$ cat src/rtl/txdb_pkg.sv
package txdb_pkg;
   parameter int unsigned TXDB_DW_DEF = 8;

   typedef enum logic {
      SRC_PIN = 1'b0,
      SRC_REG = 1'b1
   } txdb_src_e;
endpackage

$ cat src/rtl/txdb_hold.sv
module txdb_hold #(
   parameter int unsigned DW = 8,
   parameter logic [DW-1:0] PRE = '0
) (
   input  logic          clk,
   input  logic          rst_n,
   input  logic          reinit,
   input  logic          wr_stb,
   input  logic [DW-1:0] wr_data,
   input  logic          take,
   output logic [DW-1:0] hold_q,
   output logic          full,
   output logic          ovr_err
);
   logic accept, reject;

   assign accept = wr_stb & ~full;
   assign reject = wr_stb & full;

   always_ff @(posedge clk or negedge rst_n) begin
      if (!rst_n) begin
         hold_q  <= PRE;
         full    <= 1'b0;
         ovr_err <= 1'b0;
      end else if (reinit) begin
         hold_q  <= PRE;
         full    <= 1'b0;
         ovr_err <= 1'b0;
      end else begin
         if (accept) begin
            hold_q <= wr_data;
            full   <= 1'b1;
         end else if (take) begin
            hold_q <= PRE;
            full   <= 1'b0;
         end
         if (reject) ovr_err <= 1'b1;
      end
   end

   AST_ACCEPT_STORES: assert property (@(posedge clk) disable iff (!rst_n)
      (wr_stb && !full && !reinit) |=> (full && hold_q == $past(wr_data)));
   AST_NO_OVERWRITE: assert property (@(posedge clk) disable iff (!rst_n)
      (wr_stb && full && !take && !reinit) |=> ($stable(hold_q) && ovr_err));
   AST_EMPTY_IS_PRE: assert property (@(posedge clk) disable iff (!rst_n)
      !full |-> hold_q == PRE);
   AST_REINIT_HOLD: assert property (@(posedge clk) disable iff (!rst_n)
      reinit |=> (!full && !ovr_err && hold_q == PRE));
endmodule

$ cat src/rtl/txdb_shift.sv
module txdb_shift #(
   parameter int unsigned DW = 8,
   parameter logic [DW-1:0] PRE = '0,
   parameter bit MSB_FIRST = 1'b1
) (
   input  logic          clk,
   input  logic          rst_n,
   input  logic          reinit,
   input  logic          adv,
   input  logic [DW-1:0] load_val,
   output logic          cur_bit,
   output logic          take
);
   localparam int unsigned CW = (DW > 2) ? $clog2(DW) : 1;
   localparam logic [CW-1:0] LAST = CW'(DW - 1);

   logic [DW-1:0] sh;
   logic [DW-1:0] sh_next;
   logic [CW-1:0] cnt;

   assign take = adv & (cnt == LAST);

   generate
      if (MSB_FIRST) begin : g_msb
         assign cur_bit = sh[DW-1];
         assign sh_next = {sh[DW-2:0], 1'b0};
         AST_SHIFT_STEP: assert property (@(posedge clk) disable iff (!rst_n)
            (adv && !take && !reinit) |=> sh[DW-1:1] == $past(sh[DW-2:0]));
      end else begin : g_lsb
         assign cur_bit = sh[0];
         assign sh_next = {1'b0, sh[DW-1:1]};
         AST_SHIFT_STEP: assert property (@(posedge clk) disable iff (!rst_n)
            (adv && !take && !reinit) |=> sh[DW-2:0] == $past(sh[DW-1:1]));
      end
   endgenerate

   always_ff @(posedge clk or negedge rst_n) begin
      if (!rst_n) begin
         sh  <= PRE;
         cnt <= '0;
      end else if (reinit) begin
         sh  <= PRE;
         cnt <= '0;
      end else if (adv) begin
         if (take) begin
            sh  <= load_val;
            cnt <= '0;
         end else begin
            sh  <= sh_next;
            cnt <= cnt + 1'b1;
         end
      end
   end

   AST_TAKE_LOADS: assert property (@(posedge clk) disable iff (!rst_n)
      (take && !reinit) |=> sh == $past(load_val));
   AST_IDLE_FROZEN: assert property (@(posedge clk) disable iff (!rst_n)
      (!adv && !reinit) |=> $stable(sh));
   AST_REINIT_SH: assert property (@(posedge clk) disable iff (!rst_n)
      reinit |=> (sh == PRE && cnt == '0));
endmodule

$ cat src/rtl/txdb_outsel.sv
module txdb_outsel
   import txdb_pkg::*;
(
   input  logic buf_en,
   input  logic pol,
   input  logic reg_bit,
   input  logic ext_bit,
   output logic mod_bit
);
   txdb_src_e src;
   logic      raw;

   assign src = buf_en ? SRC_REG : SRC_PIN;

   always_comb begin
      case (src)
         SRC_REG: raw = reg_bit;
         default: raw = ext_bit;
      endcase
   end

   assign mod_bit = raw ^ pol;
endmodule

$ cat src/rtl/txdb_serializer.sv
module txdb_serializer #(
   parameter int unsigned DW = txdb_pkg::TXDB_DW_DEF,
   parameter bit MSB_FIRST = 1'b1
) (
   input  logic          clk,
   input  logic          rst_n,
   input  logic          tx_en,
   input  logic          buf_en,
   input  logic          wr_stb,
   input  logic [DW-1:0] wr_data,
   input  logic          bit_tick,
   input  logic          ext_bit,
   input  logic          pol,
   output logic          mod_bit,
   output logic          byte_req,
   output logic          ovr_err
);
   localparam logic [DW-1:0] PRE = {(DW/2){2'b10}};

   generate
      if (DW < 2 || (DW % 2) != 0) begin : g_bad_dw
         $error("txdb_serializer: DW must be even and at least 2");
      end
   endgenerate

   logic          en_q;
   logic          reinit;
   logic          adv;
   logic          take;
   logic          full;
   logic          cur_bit;
   logic [DW-1:0] hold_q;

   always_ff @(posedge clk or negedge rst_n) begin
      if (!rst_n) en_q <= 1'b0;
      else        en_q <= tx_en;
   end

   assign reinit   = en_q & ~tx_en;
   assign adv      = tx_en & buf_en & bit_tick;
   assign byte_req = ~full;

   txdb_hold #(.DW(DW), .PRE(PRE)) u_hold (
      .clk     (clk),
      .rst_n   (rst_n),
      .reinit  (reinit),
      .wr_stb  (wr_stb),
      .wr_data (wr_data),
      .take    (take),
      .hold_q  (hold_q),
      .full    (full),
      .ovr_err (ovr_err)
   );

   txdb_shift #(.DW(DW), .PRE(PRE), .MSB_FIRST(MSB_FIRST)) u_shift (
      .clk      (clk),
      .rst_n    (rst_n),
      .reinit   (reinit),
      .adv      (adv),
      .load_val (hold_q),
      .cur_bit  (cur_bit),
      .take     (take)
   );

   txdb_outsel u_out (
      .buf_en  (buf_en),
      .pol     (pol),
      .reg_bit (cur_bit),
      .ext_bit (ext_bit),
      .mod_bit (mod_bit)
   );

   AST_REQ_DROPS: assert property (@(posedge clk) disable iff (!rst_n)
      (wr_stb && byte_req && !reinit) |=> !byte_req);
   AST_REQ_RETURNS: assert property (@(posedge clk) disable iff (!rst_n)
      (take && !wr_stb && !reinit) |=> byte_req);
   AST_REINIT_CLEAR: assert property (@(posedge clk) disable iff (!rst_n)
      reinit |=> (byte_req && !ovr_err));
   AST_ERR_STICKY: assert property (@(posedge clk) disable iff (!rst_n)
      (ovr_err && tx_en) |=> ovr_err);
endmodule

$ cat config.mk
export PLATFORM = sky130hd
export DESIGN_NAME = txdb_serializer
export DESIGN_NICKNAME = d
export VERILOG_FILES = /design/src/rtl/txdb_pkg.sv /design/src/rtl/txdb_hold.sv /design/src/rtl/txdb_shift.sv /design/src/rtl/txdb_outsel.sv /design/src/rtl/txdb_serializer.sv
export SDC_FILE = /design/constraint.sdc
export NUM_CORES = 1
export LEC_CHECK = 0
export BUFFER_PORTS_ARGS = -buffer_cell sky130_fd_sc_hd__buf_4
export CORE_MARGIN = 10
export CORE_UTILIZATION = 39
export DETAILED_ROUTE_END_ITERATION = 6
export PLACE_DENSITY_LB_ADDON = 0.3
export SLEW_MARGIN = 20
export SYNTH_ARGS = -nofsm -noshare
export SYNTH_HDL_FRONTEND = slang
export SYNTH_SLANG_ARGS = --single-unit
$ cat constraint.sdc
create_clock -name clk -period 1.5 [get_ports clk]
set_input_delay 0.225 -clock clk [delete_from_list [all_inputs] [get_ports clk]]
set_output_delay 0.225 -clock clk [all_outputs]
set_load 0.005 [all_outputs]
# Word-level counts from Yosys, hierarchy flattened
# Cells that the tools add are included.
# totals
ff_bits,22
latch_bits,0
ramBits,0
romBits,0
output_inout_bits,3
n_memories,0
# classes
add_sub_neg,1
mul,0
n_div,0
order_cmp,0
eq_ne,1
shifts,0
muxes,16
bitwise,9
reduce_logical,3
# op_table
op,count
2-to-1 mux 8 bit,6
2-to-1 mux 3 bit,3
2-to-1 mux 1 bit,7
AND 1 bit,6
nonzero test 2 bit,2
"adder 3 x 1 -> 3 bit, second input constant",1
"equality test 3 bit, second input constant",1
nonzero test 3 bit,1
NOT 1 bit,2
bitwise XOR 1 bit,1

# Longest topological paths before layout
# logic_depth
depth_word,6
depth_mapped,5
depth_no_buf,5

# Cells and area by module
# From an unflattened synthesis, not the netlist that was laid out.
# unflattened
hier_cells,100
hier_area_um2,1053.5
# by_module_without_submodules
mod,instances,cells_each,area_per_inst_um2,seq_area_each_um2
txdb_shift,1,51,559.3,280.3
txdb_hold,1,43,434.2,255.2
txdb_serializer,1,4,41.3,25.0
txdb_outsel,1,2,18.8,0.0

# Worst setup path before layout
# OpenSTA, ideal clock, no wires.
# synth_timing
path_kind,register to register
start,register u_shift.cnt[0]
end,register u_hold.hold_q[1]
setup_time_ps,83
arrival_time_ps,1254
path_slack_ps,163
stages_incl_launch_ff,6
n_path_buf,0
synth_period_minus_slack_ps,1337
path_cell_list,dfrtp_1 > ha_1 > ha_1 > nand4_2 > nand2_2 > o32a_1
# synth_between
elab_chain_len,3
# synth_lines
element,line,rtl
from (decl),txdb_shift.sv:19,logic [CW-1:0] cnt;
from (signal assigned),txdb_shift.sv:50,cnt <= cnt + 1'b1;
equality test 3 bit,txdb_shift.sv:21,assign take = adv & (cnt == LAST);
AND 1 bit,txdb_shift.sv:21,
nonzero test 3 bit (no line),n/a,
to (signal assigned),txdb_hold.sv:31,hold_q <= wr_data;
to (decl),txdb_hold.sv:11,"output logic [DW-1:0] hold_q,"
# Every way passes these cells.
# A chain may end at the register's enable or synchronous reset.

# Worst setup path after layout
# layout_timing
start,register u_shift.sh[7]
end,output port mod_bit
# layout_between
elab_chain_len,2
# layout_lines
element,line,rtl
from (decl),txdb_shift.sv:17,logic [DW-1:0] sh;
from (signal assigned),txdb_shift.sv:46,sh <= load_val;
from (signal assigned),txdb_shift.sv:49,sh <= sh_next;
2-to-1 mux 1 bit,txdb_outsel.sv:16,case (src)
bitwise XOR 1 bit,txdb_outsel.sv:22,assign mod_bit = raw ^ pol;
to (decl),txdb_serializer.sv:14,"output logic mod_bit,"
# Every way passes these cells.

==> metrics.cfg <==
[placement]
placedInstanceArea_um2=1221
place_ws_ns=0.05210
port_buffers=18
dp_hpwl_um=1686
gp_congestion=0.7519

[sta]
hold_violations=0
setup_ws_ns=0.08754
setup_tns_ns=0
fmax_ghz=0.7080
fin_skew_ns=0.003075
rsz0062_at_grt=false
finalSetupViolCount=0
drv_slew=0
worst_pin_slew_ns=0.4543
timing.final.crit_period_ns=1.412
period_share_pct=94.16
slew_headroom_pct=69.63

[global_route]
grt_overflow=0
grt_pass1_vias=826
track_usage_pct=9.313
grt_pass1_wl_um=3919
grt_antenna_before_repair=0
grt_max_degree=23

[route]
drc=0
wl_um=2274
drtAntennaViolNets=0
num_vias=780
drt_iter0_markers=17
viasPerCell=5.455
first_pass_iters=4
post_drt_wl_per_cell_um=15.90

[critical_path]
cp_max_fo=2
worstPathCellList=mux2i_1 > xnor2_1 > buf_4
cp.required_ns=1.27
crit_arrival_ns=1.19
slowest_delay_ns=0.56
critPathKind=reg -> out
r2r_end=u_shift.sh[2]$_DFFE_PN0P_
crit_family=flip-flops
r2r_slack_ns=0.12
crit_cells=3
cp_slowest_cell=dfstp_2
end_kind=output port
cp.buffers_inverters=1
timing.rr.start=u_shift.cnt[0]$_DFFE_PN0P_
critPathLaunchType=register
reg2reg_depth=5
crit_end=mod_bit
cp-startpoint=u_shift.sh[7]$_DFFE_PN1P_

[pwr]
peakVddDrop_mv=0.6229
p_total_mw=1.242
p_leak_nw=0.5396
power.density_nw_per_um2=973.3

[synthesis]
synth-seq-area-share_pct=52.15
synth_cell_type_count=26
synth_area_um2=1075
ys_async_sr_fraction_pct=100.0
synthFlopType=dfrtp_1
avgSynthCellArea_um2=11.68
synth_nets=110
ys_ff_latch=22
yosysWarningCount=0
netlist_instances=92
synth_edf_count=0

[final_layout]
final_cell_mix=buf_4 (19), dfrtp_1 (14), nand3_1 (12)
multi_input_area_um2=484.2
final_nets=132
final_common_cell=buf_4
antenna_cells=0
nFillCells=246
stdcell_area_um2=1276
syn_to_final_growth_pct=18.74
final_util_pct=50.15
drive_above_1_share_pct=43.36
regArea_um2=560.5

[cts]
cts_tree=yes
htreeDepth=1
cts_made_buffers=3
post-cts-setup-buffers=0
ctsRootBufferMaster=clkbuf_4
clk_pin_slew_ns=0.11
cts_max_path_buffers=2
insertion_delay_ns=0.29
clock-sinks=22

[floorplan]
core-area_um2=2545
die-area_um2=5256
placementRows=18
fp.dieH_um=72.50
die-width_um=72.50
initial_core_util_pct=42.23
ios=19

[outcome]
status=complete, no violations

[worst_hold_path]
hp-class=in -> reg

[flow_run]
drv_cap=0

## Yosys cell counts, drive strengths merged (2+ instances only)
cell	instances	share of area, %
mux2i	8	7.5
o32a	4	3.7
dfstp	8	20
ha	2	2.3
dfrtp	14	33
nand3	12	5.6
nor3	4	3.7
nor2	2	0.70
buf	4	3.8
o21ai	3	1.4
nand2	10	4.0
a21oi	11	6.5
## where the power goes
group | internal, mW | switching, mW
Clock | 0.103 | 0.164
Sequential | 0.686 | 0.0466
Combinational | 0.126 | 0.116
## per-layer routing
metal	part of all wire, %	wire length [µm]	global-route usage [%]
met5	0	0	0
met4	0.88	20	4.008
met3	5.7	130	3.129
met2	49	1110	15.45
met1	45	1013	10.63
## layout make-up
cell class / count / share of cell area, %
Sequential cell: 22 / 43.92
Timing Repair Buffer: 21 / 12.84
Tap cell: 30 / 2.941
Inverter: 1 / 0.2941
Multi-Input combinational cell: 65 / 37.94
Clock buffer: 4 / 2.059
## state kept, by name (all words and copies together), names as in the netlist
name,flops
u_hold.hold_q,8
u_shift.sh,8
u_shift.cnt,3
u_hold.ovr_err,1
u_hold.full,1
en_q,1
## worst min-delay path by stage
stage,startpoint,to,slack (ns),cells past startpoint
after global placement,rst_n,u_shift.sh[4]$_DFFE_PN0P_,0.13,1
after global routing,tx_en,en_q$_DFF_PN0_,0.08,1
after detailed placement,rst_n,u_shift.sh[4]$_DFFE_PN0P_,0.13,1
after CTS,tx_en,en_q$_DFF_PN0_,0.07,1
final,tx_en,en_q$_DFF_PN0_,0.1,1
after floorplan,rst_n,en_q$_DFF_PN0_,-0.07,0
## metrics by stage
step           hold slack (ns)  cells
2_1_floorplan         -0.07059     92
3_3_place_gp            0.1294    138
3_5_place_dp            0.1298    138
4_1_cts                0.07086    143
5_1_grt                0.07777    143
6_report               0.09686    143
## repair_timing
item	CTS	global route
endpoints found under the hold margin	14	0
setup endpoints to repair	0	7
hold buffers	1	0
resized for setup	0	4
## logic make-up after synthesis
logic type / after synthesis / synth area share, %
AOI/OAI and AO/OA: 19 / 12.80
xor gates and xnor gates: 1 / 0.8150
adders and majority gates: 2 / 2.328
buffers and inverters: 5 / 4.191
DFF: 22 / 52.15
muxes: 8 / 7.451
and+or+nand+nor: 35 / 20.26
(Power assumes the default switching activity.)
